## src/rtl/spi_verify_pkg.sv

```systemverilog
package spi_verify_pkg;
  localparam int BYTE_W = 8;

  // control -> datapath strobes
  typedef struct packed {
    logic              load;
    logic [BYTE_W-1:0] txByte;
  } xferCmd_t;

  // datapath -> control status
  typedef struct packed {
    logic              done;
    logic              busy;
    logic [BYTE_W-1:0] rxByte;
  } xferStat_t;

  typedef enum logic [2:0] {
    ST_IDLE, ST_ARM, ST_LOAD, ST_WAIT, ST_CLOSE, ST_PASS, ST_FAIL
  } seqState_t;

  typedef enum logic [1:0] {
    PH_CLEAR, PH_WRITE, PH_VERIFY
  } phase_t;
endpackage

```

## src/rtl/spi_shift_dp.sv

```systemverilog
module spi_shift_dp
  import spi_verify_pkg::*;
#(
  parameter int CLK_DIV = 16
) (
  input  logic      clk,
  input  logic      rstN,
  input  xferCmd_t  cmd,
  output xferStat_t stat,
  output logic      sclk,
  output logic      mosi,
  input  logic      miso
);
  localparam int HALF  = CLK_DIV / 2;
  localparam int DIV_W = $clog2(CLK_DIV);
  localparam int BIT_W = $clog2(BYTE_W);

  logic [DIV_W-1:0]  divCnt;
  logic [BIT_W-1:0]  bitCnt;
  logic [BYTE_W-1:0] txShift;
  logic [BYTE_W-1:0] rxShift;
  logic              busy;
  logic              done;
  logic              bitEnd;

  assign bitEnd = busy && (divCnt == DIV_W'(CLK_DIV - 1));

  always_ff @(posedge clk) begin
    if (!rstN) begin
      divCnt  <= '0;
      bitCnt  <= '0;
      txShift <= '0;
      rxShift <= '0;
      busy    <= 1'b0;
      done    <= 1'b0;
    end else begin
      done <= 1'b0;
      if (cmd.load && !busy) begin
        txShift <= cmd.txByte;
        busy    <= 1'b1;
        divCnt  <= '0;
        bitCnt  <= '0;
      end else if (bitEnd) begin
        divCnt  <= '0;
        rxShift <= {rxShift[BYTE_W-2:0], miso};
        txShift <= {txShift[BYTE_W-2:0], 1'b0};
        if (bitCnt == BIT_W'(BYTE_W - 1)) begin
          busy <= 1'b0;
          done <= 1'b1;
        end else begin
          bitCnt <= bitCnt + 1'b1;
        end
      end else if (busy) begin
        divCnt <= divCnt + 1'b1;
      end
    end
  end

  assign sclk        = busy && (divCnt >= DIV_W'(HALF));
  assign mosi        = txShift[BYTE_W-1];
  assign stat.done   = done;
  assign stat.busy   = busy;
  assign stat.rxByte = rxShift;

  // data held steady across the high phase of sclk
  p_mosi_hold_r2: assert property (@(posedge clk) disable iff (!rstN)
    (sclk && $past(sclk)) |-> $stable(mosi));

  // a new byte is only accepted by an idle shifter
  p_load_idle_r5: assert property (@(posedge clk) disable iff (!rstN)
    cmd.load |-> !busy);

  // completion follows a busy byte and leaves the shifter idle
  p_done_from_busy_r6: assert property (@(posedge clk) disable iff (!rstN)
    stat.done |-> (!busy && $past(busy)));
endmodule

```

## src/rtl/spi_seq_ctrl.sv

```systemverilog
module spi_seq_ctrl
  import spi_verify_pkg::*;
#(
  parameter logic [7:0] FRAME0     = 8'h01,
  parameter logic [7:0] FRAME1     = 8'hFF,
  parameter logic [7:0] FRAME2     = 8'h80,
  parameter int         PAYLOAD_W  = 17,
  parameter int         BLINK_HALF = 10_000_000
) (
  input  logic      clk,
  input  logic      rstN,
  input  xferStat_t stat,
  output xferCmd_t  cmd,
  output logic      spiEn,
  output logic      ledN
);
  localparam int FRAME_W = 3 * BYTE_W;
  localparam int PAD_W   = FRAME_W - PAYLOAD_W;
  localparam int BLINK_W = $clog2(BLINK_HALF + 1);
  localparam logic [FRAME_W-1:0] FRAME    = {FRAME0, FRAME1, FRAME2};
  // peripheral keeps the last PAYLOAD_W bits and returns them first, pad after
  localparam logic [FRAME_W-1:0] READBACK = {FRAME[PAYLOAD_W-1:0], {PAD_W{1'b0}}};
  localparam logic [FRAME_W-1:0] CHKMASK  = {{PAYLOAD_W{1'b1}}, {PAD_W{1'b0}}};

  seqState_t          state;
  phase_t             phase;
  logic [1:0]         idx;
  logic [BLINK_W-1:0] blinkCnt;

  logic [FRAME_W-1:0] frameSh, expSh, maskSh;
  logic [BYTE_W-1:0]  expByte, maskByte;
  logic               mismatch;

  always_comb begin
    frameSh  = FRAME << (BYTE_W * int'(idx));
    expSh    = READBACK << (BYTE_W * int'(idx));
    maskSh   = CHKMASK << (BYTE_W * int'(idx));
    expByte  = expSh[FRAME_W-1 -: BYTE_W];
    maskByte = maskSh[FRAME_W-1 -: BYTE_W];
    mismatch = |((stat.rxByte ^ expByte) & maskByte);
  end

  assign cmd.load   = (state == ST_LOAD);
  assign cmd.txByte = (phase == PH_CLEAR) ? '0 : frameSh[FRAME_W-1 -: BYTE_W];
  assign spiEn      = (state == ST_ARM) || (state == ST_LOAD) || (state == ST_WAIT);

  always_ff @(posedge clk) begin
    if (!rstN) begin
      state    <= ST_IDLE;
      phase    <= PH_CLEAR;
      idx      <= '0;
      ledN     <= 1'b1;
      blinkCnt <= '0;
    end else begin
      case (state)
        ST_IDLE: state <= ST_ARM;
        ST_ARM:  state <= ST_LOAD;
        ST_LOAD: state <= ST_WAIT;
        ST_WAIT: begin
          if (stat.done) begin
            if (phase == PH_VERIFY && mismatch) begin
              state    <= ST_FAIL;
              ledN     <= 1'b0;
              blinkCnt <= '0;
            end else if (idx == 2'd2) begin
              state <= ST_CLOSE;
            end else begin
              idx   <= idx + 2'd1;
              state <= ST_LOAD;
            end
          end
        end
        ST_CLOSE: begin
          idx <= '0;
          if (phase == PH_VERIFY) begin
            state <= ST_PASS;
            ledN  <= 1'b0;
          end else begin
            phase <= phase_t'(phase + 2'd1);
            state <= ST_ARM;
          end
        end
        ST_PASS: ledN <= 1'b0;
        ST_FAIL: begin
          if (blinkCnt == BLINK_W'(BLINK_HALF - 1)) begin
            blinkCnt <= '0;
            ledN     <= ~ledN;
          end else begin
            blinkCnt <= blinkCnt + 1'b1;
          end
        end
        default: state <= ST_IDLE;
      endcase
    end
  end

  // bytes are only loaded inside an enabled frame
  p_load_in_frame_r3: assert property (@(posedge clk) disable iff (!rstN)
    cmd.load |-> spiEn);

  // while waiting, the shifter is either working or just finished
  p_wait_tracks_busy_r5: assert property (@(posedge clk) disable iff (!rstN)
    (state == ST_WAIT) |-> (stat.busy || stat.done));

  // failure only follows a completed byte of the checking transaction
  p_fail_after_byte_r7: assert property (@(posedge clk) disable iff (!rstN)
    $rose(state == ST_FAIL) |-> ($past(stat.done) && phase == PH_VERIFY));

  // pass is terminal with the LED lit
  p_pass_steady_r10: assert property (@(posedge clk) disable iff (!rstN)
    (state == ST_PASS) |=> (state == ST_PASS && !ledN));

  // every blink toggle lands on the end of a half period
  p_blink_spacing_r11: assert property (@(posedge clk) disable iff (!rstN)
    (state == ST_FAIL && $past(state) == ST_FAIL && ledN != $past(ledN))
      |-> ($past(blinkCnt) == BLINK_W'(BLINK_HALF - 1)));
endmodule

```

## src/rtl/spi_verify_seq.sv

```systemverilog
module spi_verify_seq
  import spi_verify_pkg::*;
#(
  parameter int         CLK_DIV    = 16,
  parameter int         BLINK_HALF = 10_000_000,
  parameter logic [7:0] FRAME0     = 8'h01,
  parameter logic [7:0] FRAME1     = 8'hFF,
  parameter logic [7:0] FRAME2     = 8'h80
) (
  input  logic clk,
  input  logic rstN,
  input  logic miso,
  output logic sclk,
  output logic mosi,
  output logic spiEn,
  output logic ledN
);
  xferCmd_t  cmd;
  xferStat_t stat;

  spi_seq_ctrl #(
    .FRAME0(FRAME0), .FRAME1(FRAME1), .FRAME2(FRAME2),
    .PAYLOAD_W(17), .BLINK_HALF(BLINK_HALF)
  ) u_ctrl (
    .clk(clk), .rstN(rstN), .stat(stat), .cmd(cmd),
    .spiEn(spiEn), .ledN(ledN)
  );

  spi_shift_dp #(.CLK_DIV(CLK_DIV)) u_dp (
    .clk(clk), .rstN(rstN), .cmd(cmd), .stat(stat),
    .sclk(sclk), .mosi(mosi), .miso(miso)
  );

  // no serial clock edge outside an enabled frame
  p_sclk_in_frame_r3: assert property (@(posedge clk) disable iff (!rstN)
    $rose(sclk) |-> spiEn);

  // the enable is only released between bytes
  p_en_drop_idle_r9: assert property (@(posedge clk) disable iff (!rstN)
    $fell(spiEn) |-> !stat.busy);
endmodule

```

## config.mk

```make
export PLATFORM = sky130hd
export DESIGN_NAME = spi_verify_seq
export DESIGN_NICKNAME = d
export VERILOG_FILES = /design/src/rtl/spi_verify_pkg.sv /design/src/rtl/spi_shift_dp.sv /design/src/rtl/spi_seq_ctrl.sv /design/src/rtl/spi_verify_seq.sv
export SDC_FILE = /design/constraint.sdc
export NUM_CORES = 1
export LEC_CHECK = 0
export ABC_AREA = 1
export BUFFER_PORTS_ARGS = -buffer_cell sky130_fd_sc_hd__buf_4
export CAP_MARGIN = 25
export CORE_MARGIN = 2
export CORE_UTILIZATION = 67
export CTS_CLUSTER_SIZE = 24
export DETAILED_ROUTE_END_ITERATION = 12
export GPL_ROUTABILITY_DRIVEN = 1
export PLACE_DENSITY = 0.84
export SYNTH_ARGS = -nofsm -noshare
export SYNTH_HDL_FRONTEND = slang
export SYNTH_SLANG_ARGS = --single-unit
```

## constraint.sdc

```tcl
create_clock -name clk -period 4.65 [get_ports clk]
set_input_delay 0.93 -clock clk [delete_from_list [all_inputs] [get_ports clk]]
set_output_delay 0.93 -clock clk [all_outputs]
set_load 0.02 [all_outputs]
```

* Yosys cells after proc, flatten, opt, wreduce, memory -nomap -nowiden
Cells that the tools add are included.
Operators by class: muxes and demuxes 25, $add $sub $neg 5, $lt $le $gt $ge 1, reductions and logical operators 27, eq/ne operators 17, shifts and indexed selects 3, bitwise gates (word level) 9
Operators with widths (number):
- 2-to-1 mux 24 bit | 3
- case mux 24 bit (2 select lines) | 1
- << shifter 24 x 5 -> 24 bit, first input constant | 2
- adder 24 x 1 -> 24 bit, second input constant | 1
- equality test 24 bit, second input constant | 1
- 2-to-1 mux 8 bit | 3
- << shifter 17 x 5 -> 24 bit, first input constant | 1
- case mux 3 bit (6 select lines) | 1
- equality test 3 bit, second input constant | 4
- 2-to-1 mux 3 bit | 4
- AND reduction 2 bit | 5
- bitwise AND 8 bit | 1
- 2-to-1 mux 1 bit | 8
- nonzero test 2 bit | 4
- OR reduction 8 bit | 1
- XOR 8 bit | 1
- NOT 1 bit | 7
- equality test 3 x 2 -> 1 bit, second input constant | 2
- 2-to-1 mux 2 bit | 3
- inequality test 2 x 1 -> 1 bit, second input constant | 3
- inequality test 2 bit, second input constant | 3
- OR reduction 3 bit | 2
- AND reduction 5 bit | 1
- adder 2 x 1 -> 2 bit, second input constant | 2
- 17 further kinds | 23
Word-level totals: logic and storage cells 98, flip-flop bits (word level) 57

* Logic depth before layout (Yosys ltp)
Gate-level depths: netlist (run 1).
depth after elaboration 8, gate-level depth with buffers 13

* Modules after synthesis
Synthesis (run 1) repeated with hierarchy kept, for this count alone.
Unflattened totals: cell total of the unflattened synthesis 510, area, all modules 3374.5 um^2
Modules (own cells, without submodules):
- spi_seq_ctrl | times used 1, cells each 358, sequential area each 640.6 um^2, area an instance 2239.6 um^2
- spi_shift_dp | times used 1, cells each 152, sequential area each 500.5 um^2, area an instance 1134.8 um^2

* Worst setup path after synthesis (run 1)
Ideal clock, no wire load.
kind input to register, from in rstN, to reg u_ctrl.blinkCnt[0], arrival 1.620 ns, stages on the path 4, setup slack 2.898 ns, buffers on the path 2, cells stage by stage inv_1 clkbuf_1 clkbuf_1 a21oi_1
RTL lines:
- start, declared | RTL line spi_verify_seq.sv:11 | input logic rstN,
- end signal, assigned | RTL line spi_seq_ctrl.sv:89 | blinkCnt <= blinkCnt + 1'b1;
- end, declared | RTL line spi_seq_ctrl.sv:28 | logic [BLINK_W-1:0] blinkCnt;
No word-level cell between the ends.

* Worst setup path in the final report (run 1)
from reg u_ctrl.blinkCnt[0], to reg u_ctrl.blinkCnt[0]
Between the ends: longest elaborated chain between the ends 3, elaborated cells on any way between the ends 4
Ends and longest elaborated chain:
- adder 24 x 1 -> 24 bit / equality test 24 bit (equally long branches) | RTL line spi_seq_ctrl.sv:89, spi_seq_ctrl.sv:85
- 2-to-1 mux 24 bit (*) | RTL line spi_seq_ctrl.sv:85 | if (blinkCnt == BLINK_W'(BLINK_HALF - 1)) begin
- case mux 24 bit (2 select lines) (*) | RTL line spi_seq_ctrl.sv:55 | case (state)
Every way passes the cells marked *; elsewhere a longest branch is shown, timed or not. A chain may end at the register's enable or synchronous reset.

==> results of run 1 <==
## flip-flops by register name (all words and copies together) (netlist names)
name and flops:
u_ctrl.blinkCnt 24, u_dp.rxShift 8, u_dp.txShift 8, u_dp.divCnt 4
u_ctrl.state 3, u_dp.bitCnt 3, u_ctrl.idx 2, u_ctrl.phase 2
u_ctrl.ledN 1, u_dp.busy 1, u_dp.done 1
## per-layer routing
| layer | GRT usage | wire length, um | vias up |
|---|---|---|---|
| met3 | 0.0549 | 190 | 18 |
| met2 | 0.485 | 3420 | 45 |
| met1 | 0.316 | 2990 | 1328 |
| li1 | - | - | 1548 |
| met5 | 0 | 0 | - |
| met4 | 0.158 | 226 | 0 |
## power breakdown
part	switching, mW	internal [mW]
registers	0.0121	0.500
logic	0.0447	0.0224
clock network	0.197	0.220
## cell usage after synthesis (6+ instances only)
cell | n | area, um2
sky130_fd_sc_hd__inv_2 | 6 | 22.5
sky130_fd_sc_hd__nand2_1 | 114 | 428
sky130_fd_sc_hd__inv_1 | 41 | 154
sky130_fd_sc_hd__dfxtp_1 | 57 | 1140
sky130_fd_sc_hd__nand4_1 | 17 | 106
sky130_fd_sc_hd__ha_1 | 11 | 138
sky130_fd_sc_hd__nand2_2 | 8 | 50.1
sky130_fd_sc_hd__o21ai_0 | 18 | 90.1
sky130_fd_sc_hd__nor3_1 | 7 | 35.0
sky130_fd_sc_hd__nor2_1 | 58 | 218
sky130_fd_sc_hd__a21oi_1 | 40 | 200
sky130_fd_sc_hd__nand3_1 | 35 | 175
sky130_fd_sc_hd__xor2_1 | 6 | 52.6
sky130_fd_sc_hd__nor2_2 | 6 | 37.5
## cell type report
type / instances / area (um2)
Sequential cell: 57 / 1140
Timing Repair Buffer: 6 / 45.0
Inverter: 48 / 180
Clock inverter: 3 / 15.0
Multi-Input combinational cell: 355 / 1840
Tap cell: 54 / 67.6
Clock buffer: 13 / 159
Fill cell: 394 / 1250
## logic make-up (layout without fill, tap and decap cells)
kind of cell    after synthesis  in the layout  share of synthesized area
simple gates                268            268                      0.391
compound gates               70             70                      0.115
buf+inv                      61             70                     0.0835
flops                        57             57                      0.351
fa+ha+maj                    11             11                     0.0423
xor+xnor                      6              6                     0.0162
## metrics by stage
step | total power, mW | hold slack (ns) | setup slack (ns) | std cells | util
floorplan | 0.578 | 0.422 | 2.90 | 473 | -
global placement | 0.586 | 0.435 | 2.56 | 520 | 0.697
detailed placement | 0.590 | 0.442 | 2.53 | 520 | 0.697
CTS | 1.00 | 0.451 | 2.55 | 536 | 0.734
global route | 1.03 | 0.488 | 2.38 | 536 | 0.734
finish | 0.996 | 0.452 | 2.54 | 536 | 0.734
## worst max-delay path by stage
stage	cells after the start	slack [ns]	endpoint
after floorplan	4	2.90	u_ctrl.blinkCnt[0]
after global placement	3	2.56	u_dp.done
after detailed placement	3	2.53	u_dp.done
after CTS	3	2.55	spiEn
after global routing	9	2.38	u_ctrl.blinkCnt[0]
final	9	2.54	u_ctrl.blinkCnt[0]
## layout by cell type, fill, tap and decap left out, types with 2 or more instances in the layout
cell type                    n
sky130_fd_sc_hd__nand2_1   114
sky130_fd_sc_hd__nor2_1     58
sky130_fd_sc_hd__dfxtp_1    57
sky130_fd_sc_hd__inv_1      41
sky130_fd_sc_hd__a21oi_1    40
sky130_fd_sc_hd__nand3_1    35
sky130_fd_sc_hd__o21ai_0    18
sky130_fd_sc_hd__nand4_1    17
sky130_fd_sc_hd__ha_1       11
sky130_fd_sc_hd__clkbuf_8   11
sky130_fd_sc_hd__nand2_2     8
sky130_fd_sc_hd__nor3_1      7
sky130_fd_sc_hd__inv_2       6
sky130_fd_sc_hd__nor2_2      6
sky130_fd_sc_hd__xor2_1      6
sky130_fd_sc_hd__buf_4       6
sky130_fd_sc_hd__or2_2       4
sky130_fd_sc_hd__nor2_4      4
sky130_fd_sc_hd__or2_1       4
sky130_fd_sc_hd__a31oi_1     4
sky130_fd_sc_hd__nand2_4     3
sky130_fd_sc_hd__a21oi_2     3
sky130_fd_sc_hd__clkinv_2    3
sky130_fd_sc_hd__a21boi_0    2
sky130_fd_sc_hd__o21ai_1     2
sky130_fd_sc_hd__nor3_2      2
sky130_fd_sc_hd__clkbuf_1    2
## worst register-to-register path, delay by kind of cell, from the launching register on
family          cells  cell delay, ns
buf+inv             1            0.05
fa+ha+maj           1            0.27
compound gates      1            0.06
flops               1            0.45
simple gates        6            1.13
==> metrics.log, run 1 <==
INFO  metric result_of_the_run = finished, final reports clean
INFO  metric critPathArrivalTime = 2.30 ns
INFO  metric start_util = 0.693
INFO  metric async_flop_share = 0
INFO  metric total_of_hold_buffers_inserted_after_clock_tree_synthesis = 0
INFO  metric timing.critical_path.from = u_ctrl.blinkCnt[0]
INFO  metric htree_num_levels = 3
INFO  metric final.setup_skew = 0.00868 ns
INFO  metric die_outline_area = 5430 um2
INFO  metric post_drt_wl_per_cell = 12.7 um
INFO  metric boundaryPins = 7
INFO  metric worstSetupStartpointType = register
INFO  metric critPathMaxStageDelay = 0.45 ns
INFO  metric post_synth_instance_area = 3250 um2
INFO  metric totalNegativeSetupSlack = 0 ns
INFO  metric tightestPinTransition = 0.909 ns
INFO  metric worstReg2RegStart = u_ctrl.blinkCnt[0]
INFO  metric layout-drive-gt1-share = 0.124
INFO  metric holdCritPathClass = register to register
INFO  metric hpwlAfterDp = 4910 um
INFO  metric grt_antenna_before_repair = 0
INFO  metric placement_rows = 25
INFO  metric clock_insertion_delay_at_the_later_pin_of_the_skew_report = 0.34 ns
INFO  metric clock_tree.root_cell = sky130_fd_sc_hd__clkbuf_8
INFO  metric yosys_most_used_dff = sky130_fd_sc_hd__dfxtp_1
INFO  metric synth.lib_cells_used.distinct = 37
INFO  metric grt_pass1_vias = 2,822
INFO  metric cp_num_buf_inv = 1
INFO  metric ir_worst_vdd = 0.000251 V
INFO  metric final_min_period_over_clock_period = 0.454
INFO  metric cp_cell_sequence = ha_1 > nand2_2 > nor2_4 > inv_1 > nor2_1 > nand3_1 > nand2_2 > or2_1 > a21oi_1
INFO  metric ys_warn_count = 0
INFO  metric slew_headroom = 0.393
INFO  metric crit_top_cell = sky130_fd_sc_hd__nand2_2
INFO  metric globalRouteTotalUtil = 0.279
INFO  metric finalMaxSlewViolations = 0
INFO  metric synthesis.nets = 487
INFO  metric cap_viol_max_count = 0
INFO  metric design_area = 3450 um2
INFO  metric grt-ovfl-total = 0
INFO  metric detail_route.drc_violations = 0
INFO  metric clock_pin_slew_on_the_worst_setup_and_hold_paths = 0.06 ns
INFO  metric endpoint_kind = register
INFO  metric grt_first_pass_wirelength = 11,800 um
INFO  metric final_net_count = 491
INFO  metric timing.fmax = 0.473 GHz
INFO  metric detailroute.via_count = 2,939
INFO  metric period_minus_slack = 2.11 ns
INFO  metric antennaDiodeCount = 0
INFO  metric routed_wirelength = 6830 um
INFO  metric cts_setup_buffers = 0
INFO  metric min_from = u_ctrl.phase[0]
INFO  metric total_leakage_power = 1.37 nW
INFO  metric placeableCoreArea = 4690 um2
INFO  metric die_w = 73.7 um
INFO  metric worst-r2r-setup-slack = 2.54 ns
INFO  metric hold_path_depth = 1
INFO  metric synth_edf_count = 0
INFO  metric clock_path_buffers = 2
INFO  metric rsz_0062_raised_after_global_routing = false
INFO  metric worst_r2r_endpoint = u_ctrl.blinkCnt[0]
INFO  metric class_of_the_most_critical_setup_path = register to register
INFO  metric worst-path-max-fanout = 11
INFO  metric whs_endpoint = u_ctrl.phase[0]
INFO  metric port_buffers = 6
INFO  metric timing_hold_violations_final = 0
INFO  metric critical_path_required = 4.84 ns
INFO  metric postCtsResizedCells = 0
INFO  metric synth-seq-area-share = 0.351
INFO  metric detail_route.vias_per_cell = 5.48
INFO  metric syn_to_layout_area_delta = 6.00%
INFO  metric grt_start_max_net_pins = 30
INFO  metric antenna_violating_nets_post_route = 0
INFO  metric cts_made_buffers = 9
INFO  metric setup_viol_count_final = 0
INFO  metric drt_pass1_iterations = 4
INFO  metric pwr_density_cell = 289 nW/um2
INFO  metric numClockSinks = 57
INFO  metric postPlaceCellArea = 3270 um2
INFO  metric synth-seq-cells = 57
INFO  metric gpl.final_weighted_congestion = 0.953
INFO  metric worst_r2r_path_depth = 9
INFO  metric synth.avg_cell_area = 6.87 um2
INFO  metric synthesis.instances = 473
INFO  metric cpMaxStageDelayCell = sky130_fd_sc_hd__dfxtp_1
INFO  metric die_height = 73.7 um
INFO  metric crit_family = simple AND/OR/NAND/NOR gates
INFO  metric clock_tree_from_tritoncts = done
INFO  metric drtIter0Drc = 196
Power figures use the tool's default switching activity.
==> run 2, diff against run 1 <==
Settings changed: CORE_UTILIZATION 67 to 56, PLACE_DENSITY 0.84 to 0.75.
Clock period 4.65 ns to 1.9 ns, I/O delays scaled along.
==> run 2 against run 1 <==
Net effect:
- worst setup slack worse by 2.4 ns
- non-clock buffer count up 8
- total power grew to 2.8 times the previous value
- design area rose by 5.7%
- maximum frequency is 20% higher
- flip-flop and latch count did not move
- critical path depth grew 2
- die area increased by 19%
- register-to-register slack got worse by 2.4 ns
- wire length increased by 7.1%
- core utilization shrank 7.7 points
- critical path type unchanged
- largest cell class unchanged
- largest power group is now the clock network
==> metrics.log, run 2 (synthesis results as in run 1) <==
INFO  metric final_min_period_over_clock_period = 0.929 (was 0.454)
INFO  metric htree_num_levels = 3 (unchanged)
INFO  metric start_util = 0.587 (was 0.693)
INFO  metric grt_start_max_net_pins = 26 (was 30)
INFO  metric gpl.final_weighted_congestion = 0.934 (was 0.953)
INFO  metric worst-path-max-fanout = 13 (was 11)
INFO  metric antenna_violating_nets_post_route = 0 (unchanged)
INFO  metric power_switching_share = 0.239 (was 0.255)
INFO  metric endpoint_kind = register (unchanged)
INFO  metric detail_route.drc_violations = 0 (unchanged)
INFO  metric hpwlAfterDp = 5110 um (was 4910 um)
INFO  metric clock_pin_slew_on_the_worst_setup_and_hold_paths = 0.07 ns (was 0.06 ns)
INFO  metric final_net_count = 500 (was 491)
INFO  metric clock_insertion_delay_at_the_later_pin_of_the_skew_report = 0.35 ns (was 0.34 ns)
INFO  metric cts_made_buffers = 9 (unchanged)
INFO  metric area_of_the_multi_input_gates = 1870 um2 (was 1840 um2)
INFO  metric class_of_the_most_critical_setup_path = register to register (unchanged)
INFO  metric boundaryPins = 7 (unchanged)
INFO  metric layout.cells.most_common_list = sky130_fd_sc_hd__nand2_1, sky130_fd_sc_hd__nor2_1, sky130_fd_sc_hd__dfxtp_1, sky130_fd_sc_hd__inv_1, sky130_fd_sc_hd__a21oi_1 (unchanged)
INFO  metric die_w = 80.2 um (was 73.7 um)
INFO  metric p_switching = 0.675 mW (was 0.254 mW)
INFO  metric cell_internal_pwr = 2.15 mW (was 0.742 mW)
INFO  metric drtIter0Drc = 174 (was 196)
INFO  metric grt-ovfl-total = 0 (unchanged)
INFO  metric result_of_the_run = finished, final reports clean (unchanged)
INFO  metric clock_tree_from_tritoncts = done (unchanged)
INFO  metric total_of_hold_buffers_inserted_after_clock_tree_synthesis = 0 (unchanged)
INFO  metric post_drt_wl_per_cell = 13.0 um (was 12.7 um)
INFO  metric rsz_0062_raised_after_global_routing = false (unchanged)
INFO  metric period_minus_slack = 1.76 ns (was 2.11 ns)
INFO  metric detail_route.vias_per_cell = 5.39 (was 5.48)
INFO  metric largest_register_ffs = 24 (unchanged)
INFO  metric register_area = 1140 um2 (unchanged)
INFO  metric timing.fmax = 0.567 GHz (was 0.473 GHz)
INFO  metric globalRouteTotalUtil = 0.247 (was 0.279)
INFO  metric routed_wirelength = 7320 um (was 6830 um)
INFO  metric grt_first_pass_wirelength = 12,300 um (was 11,800 um)
INFO  metric syn_to_layout_area_delta = 12.1% (was 6.00%)
INFO  metric placement_rows = 27 (was 25)
INFO  metric finish.utilization = 0.658 (was 0.734)
INFO  metric grt_antenna_before_repair = 0 (unchanged)
INFO  metric critical_path_required = 2.18 ns (was 4.84 ns)
INFO  metric grt_pass1_vias = 2,800 (was 2,822)
INFO  metric tightestPinTransition = 0.450 ns (was 0.909 ns)
INFO  metric drt_pass1_iterations = 4 (unchanged)
INFO  metric holdCritPathClass = primary input to register (was register to register)
INFO  metric port_buffers = 6 (unchanged)
INFO  metric worstSetupStartpointType = register (unchanged)
INFO  metric placeableCoreArea = 5540 um2 (was 4690 um2)
INFO  metric detailroute.via_count = 3,037 (was 2,939)
INFO  metric comb_power_share = 0.064 (was 0.067)
INFO  metric finalMaxSlewViolations = 0 (unchanged)
INFO  metric fillCellCount = 480 (was 394)
INFO  metric clock_path_buffers = 2 (unchanged)
INFO  metric setup_viol_count_final = 0 (unchanged)
INFO  metric layout-drive-gt1-share = 0.145 (was 0.124)
INFO  metric antennaDiodeCount = 0 (unchanged)
INFO  metric die_height = 80.2 um (was 73.7 um)
INFO  metric ir_worst_vdd = 0.000706 V (was 0.000251 V)
INFO  metric numClockSinks = 57 (unchanged)
INFO  metric die_outline_area = 6430 um2 (was 5430 um2)
INFO  metric seq_power_share = 0.442 (was 0.514)
INFO  metric final.setup_skew = 0.00937 ns (was 0.00868 ns)
INFO  metric pwr_density_cell = 776 nW/um2 (was 289 nW/um2)
INFO  metric totalNegativeSetupSlack = 0 ns (unchanged)
INFO  metric regMostFlops = u_ctrl.blinkCnt (unchanged)
INFO  metric cap_viol_max_count = 0 (unchanged)
INFO  metric slew_headroom = 0.699 (was 0.393)
INFO  metric power_frac_clock = 0.493 (was 0.419)
INFO  metric timing_hold_violations_final = 0 (unchanged)
INFO  metric leading_cell_type_in_the_layout_fill_and_taps_excluded = sky130_fd_sc_hd__nand2_1 (unchanged)
INFO  metric final.hold.worst_slack = 0.287 ns (was 0.452 ns)
INFO  metric total_leakage_power = 1.45 nW (was 1.37 nW)
INFO  metric critPathArrivalTime = 2.04 ns (was 2.30 ns)
INFO  metric clock_tree.root_cell = sky130_fd_sc_hd__clkbuf_8 (unchanged)
INFO  metric largestRegisters = u_ctrl.blinkCnt: 24 flops, u_dp.rxShift: 8 flops, u_dp.txShift: 8 flops (unchanged)
[run 2: cell count changes in the layout (fill, tap and decap cells not counted), moves of 2 or more]
cell	delta
sky130_fd_sc_hd__buf_4	+7
sky130_fd_sc_hd__bufinv_16	+3
sky130_fd_sc_hd__clkbuf_1	-2
sky130_fd_sc_hd__clkbuf_8	-2
sky130_fd_sc_hd__clkinv_2	-2
sky130_fd_sc_hd__clkinvlp_4	+2
sky130_fd_sc_hd__nand2_8	+2
[run 2: final cells by class]
type | instances | share of cell area
repair buffers | 14 | 0.0323
flip-flops and latches | 57 | 0.313
clock inverters | 7 | 0.0326
clock buffers | 9 | 0.0340
multi-input cells | 356 | 0.514
inverters | 48 | 0.0495
well taps | 72 | 0.0247
[run 2: per-stage QoR]
step                total power [mW]  instance area, um2  instances  setup slack, ns
floorplan                       1.41                3250        473            0.360
global placement                1.44                3370        546            0.189
detailed placement              1.45                3370        546            0.160
CTS                             2.82                3610        562           0.0735
global route                    2.93                3640        563          0.00245
finish                          2.83                3640        563            0.135
[run 2: power groups by stage]
stage,clock network (mW),logic (mW),registers (mW)
finish,1.40,0.182,1.25
global route,1.47,0.207,1.26
CTS,1.40,0.171,1.25
detailed placement,0,0.170,1.28
global placement,0,0.167,1.28
floorplan,0,0.145,1.27
[run 2: final timing paths]
path                  startpoint                   to  slack [ns]  depth (start not counted)
hold / removal              miso      u_dp.rxShift[0]        0.29                          3
setup reg to reg   u_ctrl.idx[0]  u_ctrl.blinkCnt[13]        0.14                         11
hold reg to reg   u_dp.bitCnt[1]       u_dp.bitCnt[1]        0.47                          2
setup / recovery   u_ctrl.idx[0]  u_ctrl.blinkCnt[13]        0.14                         11
[run 2: worst max-delay path, cell delays in order, from the launching register on]
cell and delay (ns):
sky130_fd_sc_hd__dfxtp_1 0.41, sky130_fd_sc_hd__inv_1 0.09, sky130_fd_sc_hd__ha_1 0.22, sky130_fd_sc_hd__nor2_1 0.09
sky130_fd_sc_hd__nand2_1 0.06, sky130_fd_sc_hd__o21ai_2 0.10, sky130_fd_sc_hd__nand2_1 0.09, sky130_fd_sc_hd__nand3_1 0.13
sky130_fd_sc_hd__nand2_4 0.12, sky130_fd_sc_hd__nand2_8 0.14, sky130_fd_sc_hd__nand2_1 0.10, sky130_fd_sc_hd__a21oi_2 0.15
[run 2: timing repair]
item	4_1_cts	5_1_grt
gates resized for setup	0	4
buffers inserted	0	0
endpoints found under the setup margin	0	24
[run 2: routing by layer]
| metal | vias to the layer above | track usage | share of wire |
|---|---|---|---|
| met4 | 0 | 0.141 | 0.036 |
| met1 | 1395 | 0.290 | 0.46 |
| li1 | 1567 | - | - |
| met2 | 55 | 0.416 | 0.48 |
| met5 | - | 0 | 0 |
| met3 | 20 | 0.0517 | 0.029 |
